==> src/rtl/leaf_conn_pkg.sv <==
package leaf_conn_pkg;
    typedef enum logic {
        LEAF_IDLE = 1'b0,
        LEAF_BUSY = 1'b1
    } leaf_state_e;

    typedef enum logic [1:0] {
        RESP_NONE     = 2'd0,
        RESP_GRANT    = 2'd1,
        RESP_QUEUED   = 2'd2,
        RESP_OVERFLOW = 2'd3
    } resp_kind_e;
endpackage

==> src/rtl/leaf_order_classifier.sv <==
module leaf_order_classifier #(
    parameter int NUM_W = 10
) (
    input  logic [NUM_W-1:0] orig_num,
    input  logic [NUM_W-1:0] dest_num,
    output logic             upgoing
);
    // Originator is claimed first only when it carries the smaller number.
    always_comb begin
        upgoing = (orig_num < dest_num);
    end
endmodule

==> src/rtl/leaf_wait_fifo.sv <==
module leaf_wait_fifo #(
    parameter int DEPTH = 4,
    parameter int W     = 8
) (
    input  logic                          clk,
    input  logic                          rst_n,
    input  logic                          push,
    input  logic                          pop,
    input  logic [W-1:0]                  din,
    output logic [W-1:0]                  head,
    output logic [$clog2(DEPTH+1)-1:0]    count
);
    localparam int PTR_W = (DEPTH > 1) ? $clog2(DEPTH) : 1;
    localparam int CNT_W = $clog2(DEPTH+1);

    logic [W-1:0]     mem [DEPTH];
    logic [PTR_W-1:0] rd_ptr, wr_ptr;
    logic [CNT_W-1:0] cnt_q;

    function automatic logic [PTR_W-1:0] bump(input logic [PTR_W-1:0] p);
        return (p == PTR_W'(DEPTH-1)) ? '0 : p + PTR_W'(1);
    endfunction

    always_ff @(posedge clk) begin
        if (!rst_n) begin
            rd_ptr <= '0;
            wr_ptr <= '0;
            cnt_q  <= '0;
        end else begin
            if (push) begin
                mem[wr_ptr] <= din;
                wr_ptr      <= bump(wr_ptr);
            end
            if (pop) rd_ptr <= bump(rd_ptr);
            if (push && !pop)      cnt_q <= cnt_q + CNT_W'(1);
            else if (pop && !push) cnt_q <= cnt_q - CNT_W'(1);
        end
    end

    assign head  = mem[rd_ptr];
    assign count = cnt_q;
endmodule

==> src/rtl/leaf_conn_mgr.sv <==
module leaf_conn_mgr #(
    parameter int N_LEAF  = 8,
    parameter int Q_DEPTH = 4,
    parameter int NODE_W  = 4,
    parameter int NUM_W   = 10,
    localparam int LEAF_W = (N_LEAF > 1) ? $clog2(N_LEAF) : 1
) (
    input  logic              clk,
    input  logic              rst_n,
    input  logic              req_valid,
    input  logic [LEAF_W-1:0] req_leaf,
    input  logic [NODE_W-1:0] req_node,
    input  logic [LEAF_W-1:0] req_peer,
    input  logic [NUM_W-1:0]  req_orig_num,
    input  logic [NUM_W-1:0]  req_dest_num,
    input  logic              rel_valid,
    input  logic [LEAF_W-1:0] rel_leaf,
    output logic [1:0]        resp_kind,
    output logic [LEAF_W-1:0] resp_leaf,
    output logic              resp_up,
    output logic              hand_valid,
    output logic [LEAF_W-1:0] hand_leaf,
    output logic [NODE_W-1:0] hand_node,
    output logic [LEAF_W-1:0] hand_peer,
    output logic              hand_up,
    output logic [N_LEAF-1:0] leaf_busy
);
    import leaf_conn_pkg::*;

    localparam int ENT_W = NODE_W + LEAF_W + 1;
    localparam int CNT_W = $clog2(Q_DEPTH+1);

    leaf_state_e      st_q  [N_LEAF];
    leaf_state_e      st_nx [N_LEAF];
    logic [ENT_W-1:0] heads [N_LEAF];
    logic [CNT_W-1:0] cnts  [N_LEAF];
    logic [N_LEAF-1:0] push, pop;
    logic [ENT_W-1:0] new_entry;
    logic             req_up;

    resp_kind_e       kind_nx, kind_q;
    logic             hand_nx;
    logic [ENT_W-1:0] hand_ent_nx, hand_ent_q;
    logic [LEAF_W-1:0] resp_leaf_q, hand_leaf_q;
    logic             resp_up_q, hand_q;

    leaf_order_classifier #(.NUM_W(NUM_W)) u_order (
        .orig_num (req_orig_num),
        .dest_num (req_dest_num),
        .upgoing  (req_up)
    );

    assign new_entry = {req_node, req_peer, req_up};

    generate
        for (genvar g = 0; g < N_LEAF; g++) begin : g_leaf
            leaf_wait_fifo #(.DEPTH(Q_DEPTH), .W(ENT_W)) u_fifo (
                .clk   (clk),
                .rst_n (rst_n),
                .push  (push[g]),
                .pop   (pop[g]),
                .din   (new_entry),
                .head  (heads[g]),
                .count (cnts[g])
            );
            assign leaf_busy[g] = (st_q[g] == LEAF_BUSY);
        end
    endgenerate

    // Next-state: release is applied before the request.
    always_comb begin
        st_nx       = st_q;
        push        = '0;
        pop         = '0;
        kind_nx     = RESP_NONE;
        hand_nx     = 1'b0;
        hand_ent_nx = heads[rel_leaf];
        if (rel_valid && st_q[rel_leaf] == LEAF_BUSY) begin
            if (cnts[rel_leaf] != '0) begin
                pop[rel_leaf] = 1'b1;            // HANDOFF
                hand_nx       = 1'b1;
            end else begin
                st_nx[rel_leaf] = LEAF_IDLE;     // FREE
            end
        end
        if (req_valid) begin
            unique case (st_nx[req_leaf])
                LEAF_IDLE: begin
                    st_nx[req_leaf] = LEAF_BUSY; // CLAIM
                    kind_nx         = RESP_GRANT;
                end
                LEAF_BUSY: begin
                    if (cnts[req_leaf] < CNT_W'(Q_DEPTH) || pop[req_leaf]) begin
                        push[req_leaf] = 1'b1;   // PARK
                        kind_nx        = RESP_QUEUED;
                    end else begin
                        kind_nx        = RESP_OVERFLOW; // REJECT
                    end
                end
                default: kind_nx = RESP_NONE;
            endcase
        end
    end

    // State register
    always_ff @(posedge clk) begin
        if (!rst_n) begin
            for (int i = 0; i < N_LEAF; i++) st_q[i] <= LEAF_IDLE;
        end else begin
            for (int i = 0; i < N_LEAF; i++) st_q[i] <= st_nx[i];
        end
    end

    // Output register
    always_ff @(posedge clk) begin
        if (!rst_n) begin
            kind_q      <= RESP_NONE;
            resp_leaf_q <= '0;
            resp_up_q   <= 1'b0;
            hand_q      <= 1'b0;
            hand_leaf_q <= '0;
            hand_ent_q  <= '0;
        end else begin
            kind_q      <= kind_nx;
            resp_leaf_q <= req_leaf;
            resp_up_q   <= req_up;
            hand_q      <= hand_nx;
            hand_leaf_q <= rel_leaf;
            hand_ent_q  <= hand_ent_nx;
        end
    end

    assign resp_kind  = kind_q;
    assign resp_leaf  = resp_leaf_q;
    assign resp_up    = resp_up_q;
    assign hand_valid = hand_q;
    assign hand_leaf  = hand_leaf_q;
    assign hand_node  = hand_ent_q[ENT_W-1 -: NODE_W];
    assign hand_peer  = hand_ent_q[LEAF_W:1];
    assign hand_up    = hand_ent_q[0];
endmodule

==> config.mk <==
export PLATFORM = sky130hd
export DESIGN_NAME = leaf_conn_mgr
export DESIGN_NICKNAME = d
export VERILOG_FILES = /design/src/rtl/leaf_conn_pkg.sv /design/src/rtl/leaf_order_classifier.sv /design/src/rtl/leaf_wait_fifo.sv /design/src/rtl/leaf_conn_mgr.sv
export SDC_FILE = /design/constraint.sdc
export NUM_CORES = 1
export LEC_CHECK = 0
export CAP_MARGIN = 20
export CELL_PAD_IN_SITES_DETAIL_PLACEMENT = 1
export CELL_PAD_IN_SITES_GLOBAL_PLACEMENT = 1
export CORE_ASPECT_RATIO = 1.25
export CORE_MARGIN = 10
export CORE_UTILIZATION = 51
export CTS_BUF_LIST = sky130_fd_sc_hd__clkbuf_4
export DETAILED_ROUTE_END_ITERATION = 8
export DONT_BUFFER_PORTS = 1
export PLACE_DENSITY = 0.8
export SYNTH_ARGS = -nofsm -noshare
export SYNTH_HDL_FRONTEND = slang
export SYNTH_HIERARCHICAL = 1
export SYNTH_SLANG_ARGS = --single-unit
export TNS_END_PERCENT = 50
==> constraint.sdc <==
create_clock -name clk -period 3.4 [get_ports clk]
set_input_delay 0.34 -clock clk [delete_from_list [all_inputs] [get_ports clk]]
set_output_delay 0.34 -clock clk [all_outputs]
set_load 0.02 [all_outputs]
== Yosys cells after proc, flatten, opt, wreduce, memory -nomap -nowiden ==
Memories as Yosys holds them, arrays and structs flattened. A register that Yosys moved wholly into a read port is not among the register bits.
Index checks and enable logic that the tools add are counted.

* $add $sub $neg: 32
* $lt $le $gt $ge: 10
* Equality and inequality tests: 16
* Mux-type cells: 109
* Bitwise operators: 6
* Reduce and logical (&&, ||, !) cells: 49

{| class="wikitable"
|+ Operator list
! operator !! count
|-
| $mux 8 || 11
|-
| $mux 2 || 32
|-
| $mux 3 || 20
|-
| $mux 1 || 35
|-
| $add 2x1->2 const B || 16
|-
| $eq 2x2->1 const B || 16
|-
| $add 3x1->3 const B || 8
|-
| $bmux 8 s3 || 1
|-
| $sub 3x1->3 const B || 8
|-
| $logic_and 1x1->1 || 21
|-
| $bmux 3 s3 || 2
|-
| $logic_not 1->1 || 16
|-
| $reduce_bool 2->1 || 8
|-
| $demux 1 s3 || 4
|-
| $lt 10x10->1 || 1
|-
| $bmux 1 s3 || 3
|-
| $and 8x8->8 || 1
|-
| $ge 4x4->1 const B || 2
|-
| $lt 3x4->1 const B || 2
|-
| $lt 4x1->1 const B || 2
|-
| $not 3->4 || 2
|-
| $not 8->8 || 1
|-
| $or 8x8->8 || 1
|-
| $ge 3x1->1 const B || 2
|-
| other kinds (6) || 7
|}

* Bits in registers: 82
* Memory bits (writable): 256
* Logic and storage cells: 268
* Memories kept: 8

{| class="wikitable"
|+ Memory list
! memory !! words !! width !! rd ports !! clocked after memory_dff !! wr ports !! line !! source
|-
| g_leaf[0].u_fifo.mem || 4 || 8 || 1 || 1 || 1 || leaf_wait_fifo.sv:16 || <nowiki>logic [W-1:0] mem [DEPTH];</nowiki>
|-
| g_leaf[1].u_fifo.mem || 4 || 8 || 1 || 1 || 1 || leaf_wait_fifo.sv:16 ||
|-
| g_leaf[2].u_fifo.mem || 4 || 8 || 1 || 1 || 1 || leaf_wait_fifo.sv:16 ||
|-
| g_leaf[3].u_fifo.mem || 4 || 8 || 1 || 1 || 1 || leaf_wait_fifo.sv:16 ||
|-
| g_leaf[4].u_fifo.mem || 4 || 8 || 1 || 1 || 1 || leaf_wait_fifo.sv:16 ||
|-
| g_leaf[5].u_fifo.mem || 4 || 8 || 1 || 1 || 1 || leaf_wait_fifo.sv:16 ||
|-
| +2 memories || - || - || - || - || - || - ||
|}

== Longest topological paths before layout ==
Gate-level depths: netlist of run 1.

* Depth in word-level cells: 18
* Depth in mapped cells: 16
* Gate-level depth less buffers: 14

== Modules after synthesis ==
Netlist of run 1, hierarchy kept.

{| class="wikitable"
|+ Modules (own cells, without submodules)
! module !! times used !! cells each !! area each (um^2)
|-
| leaf_wait_fifo || 8 || 85 || 1,605.3
|-
| leaf_conn_mgr || 1 || 257 || 2,035.7
|-
| leaf_order_classifier || 1 || 32 || 235.2
|}

== Worst setup path after synthesis of run 1 ==
Ideal clock, no wire load.

* Path kind: input -> register
* From: input rel_leaf[1]
* To: register g_leaf[1].u_fifo.cnt_q[2]
* Arrival: 3,597 ps
* Required time: 3,330 ps
* Path slack: -267 ps
* Stages on the path: 15
* Path buffers: 2
* Path through: buf_6 > or2_4 > nor3_2 > nor2_1 > a41o_1 > buf_6 > or4_4 > a32oi_4 > and3_1 > ha_1 > inv_1 > fa_1 > xor2_1 > or3_1 > a21boi_1

* Word-level cells in the longest chain between the ends: 17
* Elaborated cells between the ends (all ways): 40
* Classes of those cells: order compare: 4; mux: 23; bitwise: 3; reduce/logical: 10

{| class="wikitable"
|+ Ends and longest elaborated chain
! what !! line !! source
|-
| from (decl) || leaf_conn_mgr.sv:17 || <nowiki>input logic [LEAF_W-1:0] rel_leaf,</nowiki>
|-
| $not 3->4 (implied by the code) || leaf_conn_mgr.sv:78, leaf_conn_mgr.sv:79, leaf_conn_mgr.sv:83 ||
|-
| $ge 4x4->1 (implied by the code) or $lt 4x1->1 (tied branches) || leaf_conn_mgr.sv:83 || <nowiki>st_nx[rel_leaf] = LEAF_IDLE;</nowiki>
|-
| $logic_and 1x1->1 (implied by the code) || leaf_conn_mgr.sv:83 ||
|-
| $mux 1 (implied by the code) || leaf_conn_mgr.sv:83 ||
|-
| $demux 1 s3 || leaf_conn_mgr.sv:83 ||
|-
| $not 8->8 (no line) || - ||
|-
| $and 8x8->8 (no line) || - ||
|-
| $mux 8 || leaf_conn_mgr.sv:79 || <nowiki>if (cnts[rel_leaf] != '0) begin</nowiki>
|-
| $mux 8 || leaf_conn_mgr.sv:78 || <nowiki>if (rel_valid && st_q[rel_leaf] == LEAF_BUSY) begin</nowiki>
|-
| $bmux 1 s3 || leaf_conn_mgr.sv:87 || <nowiki>unique case (st_nx[req_leaf])</nowiki>
|-
| $mux 1 (implied by the code) (2 in a row) || leaf_conn_mgr.sv:87 ||
|-
| $mux 8 * || leaf_conn_mgr.sv:87 ||
|-
| $mux 8 * || leaf_conn_mgr.sv:86 || <nowiki>if (req_valid) begin</nowiki>
|-
| named net push[1] || leaf_conn_mgr.sv:37 || <nowiki>logic [N_LEAF-1:0] push, pop;</nowiki>
|-
| $logic_not 1->1 || leaf_wait_fifo.sv:36 || <nowiki>else if (pop && !push) cnt_q <= cnt_q - CNT_W'(1);</nowiki>
|-
| $logic_and 1x1->1 || leaf_wait_fifo.sv:36 ||
|-
| $reduce_bool 2->1 (no line) || - ||
|-
| to (signal assigned) || leaf_wait_fifo.sv:35 || <nowiki>if (push && !pop) cnt_q <= cnt_q + CNT_W'(1);</nowiki>
|-
| to (signal assigned) || leaf_wait_fifo.sv:36 ||
|-
| to (decl) || leaf_wait_fifo.sv:18 || <nowiki>logic [CNT_W-1:0] cnt_q;</nowiki>
|}

Mark *: on every way through the listed nets, which the timed path passes. The rest lies on a longest branch. The select of a mux whose other input is x is not followed.
A chain may end at the register's enable or synchronous reset.

== Worst setup path in the final report of run 1 ==
* From: input rel_leaf[2]
* To: register g_leaf[0].u_fifo.cnt_q[2]

* Word-level cells in the longest chain between the ends: 17
* Elaborated cells between the ends (all ways): 40
* Classes of those cells: order compare: 4; mux: 23; bitwise: 3; reduce/logical: 10

{| class="wikitable"
|+ Ends and longest elaborated chain
! what !! line
|-
| $not 3->4 (implied by the code) || leaf_conn_mgr.sv:78, leaf_conn_mgr.sv:79, leaf_conn_mgr.sv:83
|-
| $ge 4x4->1 (implied by the code) or $lt 4x1->1 (tied branches) || leaf_conn_mgr.sv:83
|-
| $logic_and 1x1->1 (implied by the code) || leaf_conn_mgr.sv:83
|-
| $mux 1 (implied by the code) || leaf_conn_mgr.sv:83
|-
| $demux 1 s3 || leaf_conn_mgr.sv:83
|-
| $not 8->8 (no line) || -
|-
| $and 8x8->8 (no line) || -
|-
| $mux 8 || leaf_conn_mgr.sv:79
|-
| $mux 8 || leaf_conn_mgr.sv:78
|-
| $bmux 1 s3 || leaf_conn_mgr.sv:87
|-
| $mux 1 (implied by the code) (2 in a row) || leaf_conn_mgr.sv:87
|-
| $mux 8 * || leaf_conn_mgr.sv:87
|-
| $mux 8 * || leaf_conn_mgr.sv:86
|-
| named net push[0] || leaf_conn_mgr.sv:37
|-
| $logic_not 1->1 || leaf_wait_fifo.sv:36
|-
| $logic_and 1x1->1 || leaf_wait_fifo.sv:36
|-
| $reduce_bool 2->1 (no line) || -
|-
| to (signal assigned) || leaf_wait_fifo.sv:35
|-
| to (signal assigned) || leaf_wait_fifo.sv:36
|-
| to (decl) || leaf_wait_fifo.sv:18
|}

Marked as above.

==> results_dict.tcl, run 1 <==
set metrics [dict create \
    status "finished, violations left" \
    violations "negative setup slack" \
    crit_arrival_ps 4430 \
    grt_pass1_wl_mm 69.8 \
    synth_seq_cells 354 \
    drc_errors 0 \
    period_share_pct 111 \
    drt_wl_total_mm 48.8 \
    grt_max_degree 102 \
    async_flop_share_pct 0 \
    syn_area_sq_um 15100 \
    grt_antenna_before_repair 1 \
    clockBufferDepth 3 \
    first_iter_violations 1041 \
    antenna_left 0 \
    tightest_slew_ps 712 \
    path_max_fanout 29 \
    startpoint_type "primary input" \
    port_buffers 0 \
    p_total_w 0.00875 \
    drive_above_1_share_pct 32.5 \
    slew_headroom_pct 52.1 \
    htreeDepth 3 \
    yosys.area.top_type_share_pct 50.9 \
    post-route-util_pct 63.4 \
    postSynthCellCount 969 \
    avgSynthCellArea_sq_um 15.6 \
    max-vdd-ir-drop_mv 0.267 \
    yosys.area.top_type "edfxtp_1" \
    cpPeakStageDelay_ps 730 \
    synth_ff_type "edfxtp_1" \
    required_ps 4050 \
    rsz0062_at_grt "yes" \
    place_area_sq_um 16500 \
    cp-end-kind "flip-flop" \
    crit_type "primary input to flip-flop" \
    cts_buffers 87 \
    setup_ws_ps -378 \
    skew_ps 83.8 \
    vias_per_cell 6.07 \
    core_area_sq_um 29300 \
    wl_per_cell_um 29.5 \
    syn-num-nets 1071 \
    synth-edff-count 256 \
    leakage_nw 6.76 \
    die_h_um 212 \
    maxSlewViolCount 0 \
    synth_seq_area_share_pct 63.8 \
    area_delta_synth_final_pct 22.8 \
    hold_class "primary input to flip-flop" \
    fmax_mhz 265 \
    netlist_top_cells_area "edfxtp_1, dfxtp_1, mux4_2" \
    dieWidth_um 174 \
    clk_pin_slew_ps 100 \
    setup_violations 154 \
    cts.sink_count 354 \
    period_minus_slack_ps 3780 \
    grt_overflow 0 \
    post-dp-hpwl_mm 26.8 \
    track_usage_pct 25.1 \
    pin_count 63 \
    vias 10100 \
    fin_area_sq_um 18600 \
    crit_path_top_delay_cell "dlygate4sd3_1" \
    grt_pass1_vias 10800 \
    clk_root_buffer_cell "clkbuf_4" \
    ys.warnings.count 6 \
    cts_tree "built" \
    clock_latency_ps 740 \
    yosysUniqueCellTypes 58 \
    start_util_pct 51.7 \
    die-area_sq_um 37000 \
    final_nets 1289 \
    crit_chain "dlygate4sd3_1 > inv_1 > a211oi_2 > nor4_2 > and4b_2 > a2111oi_4 > buf_4 > a211oi_4 > a32oi_4 > buf_6 > and3_4 > ha_4 > inv_2 > fa_2 > xor2_1 > or3_4 > a21boi_2" \
    power_density_nw_per_um2 472 \
    rows 70 \
    drt_first_pass_iters 5 \
    maxCapViolations 0 \
    hold_viol 0 \
    gp_congestion 0.881 \
]
[logic make-up after synthesis]
family / after synthesis / synth area share [%]
muxes: 115 / 13.5
buffers and inverters: 91 / 2.92
DFF: 354 / 63.8
xor gates and xnor gates: 19 / 1.10
AOI/OAI and AO/OA: 93 / 4.13
and+or+nand+nor: 232 / 8.69
adders and majority gates: 65 / 5.78
[Yosys cell counts (4+ instances only)]
cell	number
edfxtp_1	256
dfxtp_1	98
mux4_2	71
ha_1	57
inv_1	47
nor2_1	47
mux2i_1	40
and3_1	38
nor2b_1	35
a21oi_1	26
nand3_1	24
nand2_1	20
nor3b_1	19
clkbuf_1	17
and2_1	13
o21ai_0	13
nor3_1	11
xor2_1	11
buf_6	10
a21boi_1	8
clkbuf_2	8
fa_1	8
o21a_1	8
o21ai_1	8
or3_1	8
xnor2_1	8
o22ai_1	6
a221oi_1	4
and4_1	4
mux2_2	4
[stage by stage]
stage | hold WS, ps | setup slack [ps] | TNS, ps | cells
4_1_cts | -292 | -118 | -579 | 1647
6_report | 55.3 | -378 | -10540 | 1657
3_5_place_dp | 441 | -359 | -3110 | 1430
5_1_grt | 41.1 | -431 | -14970 | 1657
2_1_floorplan | 439 | -6.49 | -24.1 | 969
3_3_place_gp | 441 | -143 | -1080 | 1430
[cells in the final DEF, fill, tap and decap left out, drive strengths merged, types with 9 or more instances in the layout]
cell           n
clkbuf       121
mux2i         40
dfxtp         98
nand2         20
buf          128
nor3          12
mux4          71
a21oi         26
nor2          47
edfxtp       256
inv           48
and3          38
xor2          11
ha            57
a21boi         9
o21ai         21
nor2b         35
nor3b         20
clkinv        37
dlygate4sd3   45
and2          13
nand3         26
[critical path: cells and delay by family]
family                     cells  cell delay (ps)
buffers and inverters          5             1250
AOI/OAI and AO/OA              5             1150
and+or+nand+nor                4             1000
adders and majority gates      2              490
xor gates and xnor gates       1              180
[cell type report]
| type | count | area [sq um] |
|---|---|---|
| Antenna cell | 1 | 2.50 |
| Clock buffer | 121 | 908 |
| Clock inverter | 41 | 224 |
| Fill cell | 2693 | 10700 |
| Inverter | 47 | 179 |
| Multi-Input combinational cell | 524 | 5340 |
| Sequential cell | 354 | 9660 |
| Tap cell | 396 | 495 |
| Timing Repair Buffer | 173 | 1760 |
[state kept, by name (all words and copies together), names as in the netlist, named ones only]
| signal | count |
|---|---|
| g_leaf.u_fifo/mem | 256 |
| hand_leaf | 3 |
| resp_kind | 2 |
| resp_leaf | 3 |
| g_leaf.u_fifo/wr_ptr | 16 |
| hand_valid | 1 |
| leaf_busy | 8 |
| hand_ent_q | 8 |
| g_leaf.u_fifo/count | 24 |
| resp_up | 1 |
| g_leaf.u_fifo/rd_ptr | 16 |
[metal layers]
layer / share of wire [%] / track usage (%) / vias up / wire (um)
met5: 0 / 0 / - / 0
met4: 4.7 / 11.5 / 0 / 2300
met3: 7.8 / 4.95 / 146 / 3790
met2: 51 / 43.1 / 592 / 25100
met1: 36 / 30.0 / 5157 / 17600
li1: - / - / 4170 / -
[repair_timing]
item,4_1_cts,5_1_grt
setup endpoints to repair,15,53
hold buffers,53,2
cloned,0,0
setup buffers,2,10
endpoints found under the hold margin,319,40
pin swaps,10,23
resized for setup,17,36
[where the power goes]
group	leakage [nW]	internal, W	total, W	switching (W)
Combinational	3.00	0.000139	0.000360	0.000221
Clock	0.666	0.00182	0.00372	0.00190
Sequential	3.10	0.00464	0.00467	0.0000280
Total	6.76	0.00660	0.00875	0.00215
[path summary, 6_finish.rpt]
check | startpoint | end | slack, ps | cells after the start
worst min-delay path | rel_leaf[2] | hand_ent_q[1]$_SDFF_PN0_ | 60 | 3
worst max-delay path | rel_leaf[2] | g_leaf[0].u_fifo/count[2]$_SDFFE_PN0P_ | -380 | 17
worst min register to register | g_leaf[7].u_fifo/count[2]$_SDFFE_PN0P_ | g_leaf[7].u_fifo/count[2]$_SDFFE_PN0P_ | 520 | 2
worst max register to register | g_leaf[5].u_fifo/count[1]$_SDFFE_PN0P_ | g_leaf[0].u_fifo/count[2]$_SDFFE_PN0P_ | -380 | 17
No activity file was read; power rests on OpenSTA's default activity.
==> inputs of run 2 (changes only) <==
Settings changed: CORE_UTILIZATION 51 to 49, CTS_BUF_LIST sky130_fd_sc_hd__clkbuf_4 to sky130_fd_sc_hd__clkbuf_16, PLACE_DENSITY 0.8 to 0.78.
==> run 2 against run 1 <==
  * The run still ends with negative setup slack left
  * Cell count is 7.5% lower
  * Largest cell class unchanged
  * Sequential share of layout area is 0.62 points higher
  * Hold slack worse by 28 ps
  * Power is 2.7% higher
  * Non-clock buffer count is 31 lower
  * Clock-buffer cell count is 84 lower
  * Sequential power hardly changed
  * Routed wire length is 9.1% lower
  * Cell area is 1.1% lower
  * Clock power is 7.0% higher
==> results_dict.tcl, run 2 (synthesized netlist as in run 1, its figures left out) <==
set metrics [dict create \
    required_ps 3850 \
    dieWidth_um 177 \
    grt_pass1_wl_mm 64.1 \
    drt_wl_total_mm 44.4 \
    cts_tree "built" \
    multiInputGateArea_sq_um 5390 \
    largest_register "g_leaf.u_fifo/mem" \
    area_delta_synth_final_pct 21.4 \
    pin_count 63 \
    n_antenna_cell 0 \
    slew_headroom_pct 51.6 \
    setup_ws_ps -304 \
    clk_pin_slew_ps 60 \
    seqCellArea_sq_um 9670 \
    final_nets 1208 \
    hold_viol 0 \
    gp_congestion 0.861 \
    power_density_nw_per_um2 490 \
    clockBufferDepth 3 \
    post-dp-hpwl_mm 26.6 \
    status "finished, violations left" \
    grt_overflow 0 \
    max-vdd-ir-drop_mv 0.305 \
    final_common_cell "edfxtp_1" \
    drive_above_1_share_pct 29.6 \
    die_h_um 216 \
    wl_per_cell_um 28.9 \
    maxCapViolations 0 \
    drc_errors 0 \
    setup_violations 107 \
    hold_class "primary input to flip-flop" \
    skew_ps 16.8 \
    grt_antenna_before_repair 0 \
    tightest_slew_ps 726 \
    core_area_sq_um 30300 \
    track_usage_pct 22.2 \
    fill_cells 2762 \
    vias 9272 \
    crit_arrival_ps 4160 \
    grt_pass1_vias 10100 \
    htreeDepth 2 \
    start_util_pct 49.9 \
    die-area_sq_um 38300 \
    grt_max_degree 102 \
    rsz0062_at_grt "yes" \
    mostFrequentLayoutCells "edfxtp_1, buf_4, dfxtp_1" \
    period_share_pct 109 \
    port_buffers 0 \
    fmax_mhz 270 \
    clk_root_buffer_cell "clkbuf_16" \
    place_inst 1427 \
    violations "negative setup slack" \
    cts.sink_count 354 \
    crit_type "flip-flop to flip-flop" \
    first_iter_violations 1042 \
    cts_buffers 36 \
    stdcell_count 1533 \
    p_total_w 0.00899 \
    vias_per_cell 6.05 \
    startpoint_type "flip-flop" \
    largest_reg_flops 256 \
    rows 71 \
    path_max_fanout 8 \
    maxSlewViolCount 0 \
    leakage_nw 6.52 \
    cp-end-kind "flip-flop" \
    drt_first_pass_iters 5 \
    antenna_left 0 \
    clock_latency_ps 530 \
    period_minus_slack_ps 3700 \
    dp_worst_setup_slack_ps -352 \
]
[run 2: worst paths after layout]
path                                                        startpoint                                       to  slack, ps  cells past startpoint
worst max-delay path            g_leaf[6].u_fifo/count[1]$_SDFFE_PN0P_   g_leaf[1].u_fifo/count[2]$_SDFFE_PN0P_       -300                     16
worst min-delay path                                             rst_n  g_leaf[3].u_fifo/rd_ptr[1]$_SDFFE_PN0P_         30                      1
worst max register to register  g_leaf[6].u_fifo/count[1]$_SDFFE_PN0P_   g_leaf[1].u_fifo/count[2]$_SDFFE_PN0P_       -300                     16
worst min register to register  g_leaf[5].u_fifo/count[2]$_SDFFE_PN0P_   g_leaf[5].u_fifo/count[2]$_SDFFE_PN0P_        560                      2
[run 2: layer usage]
metal	vias to the layer above	global-route usage (%)	part of all wire, %
li1	3955	-	-
met1	4804	25.8	36
met2	395	39.8	53
met3	118	3.55	6.0
met4	0	8.84	4.4
met5	-	0	0
[run 2: area by class of cell]
type,instances,area share (%)
Sequential cell,354,52.7
Clock inverter,27,1.28
Inverter,47,0.961
Clock buffer,37,5.04
Tap cell,401,2.73
Timing Repair Buffer,142,7.92
Multi-Input combinational cell,525,29.4
[run 2: stage by stage]
stage | TNS (ps) | util [%] | area (sq um) | hold WS (ps)
after floorplan | -24.1 | - | 15300 | 439
after global placement | -1000 | 54.4 | 16500 | 443
after detailed placement | -5850 | 54.4 | 16500 | 443
after CTS | -159 | 59.9 | 18200 | -79.4
after global routing | -38920 | 60.6 | 18400 | 11.1
final | -6820 | 60.6 | 18400 | 26.8
[run 2: what timing repair did]
action	CTS	global route
pin swaps	15	9
endpoints found under the setup margin	48	70
gates resized for setup	28	36
hold buffers	24	2
setup buffers	8	9
cloned	1	0
hold endpoints to repair	278	10
[run 2: report_power, final]
group | internal (W) | total [W] | leakage [nW] | switching (W)
sequential | 0.00465 | 0.00467 | 3.10 | 0.0000282
clock | 0.00229 | 0.00398 | 0.599 | 0.00169
combinational | 0.000129 | 0.000336 | 2.82 | 0.000207
total | 0.00707 | 0.00899 | 6.52 | 0.00192
[run 2: worst max-delay path, stage by stage, from the launching register on]
cell and delay [ps]:
dfxtp_2 330, nor3_1 370, nor3_1 140, nor2_1 170, and4b_2 340, buf_8 170
nand3_4 100, a211oi_4 410, a32oi_4 220, buf_6 180, and3_4 180, ha_4 160
inv_2 60, fa_2 230, xor2_2 90, or3_1 330, a21boi_1 160
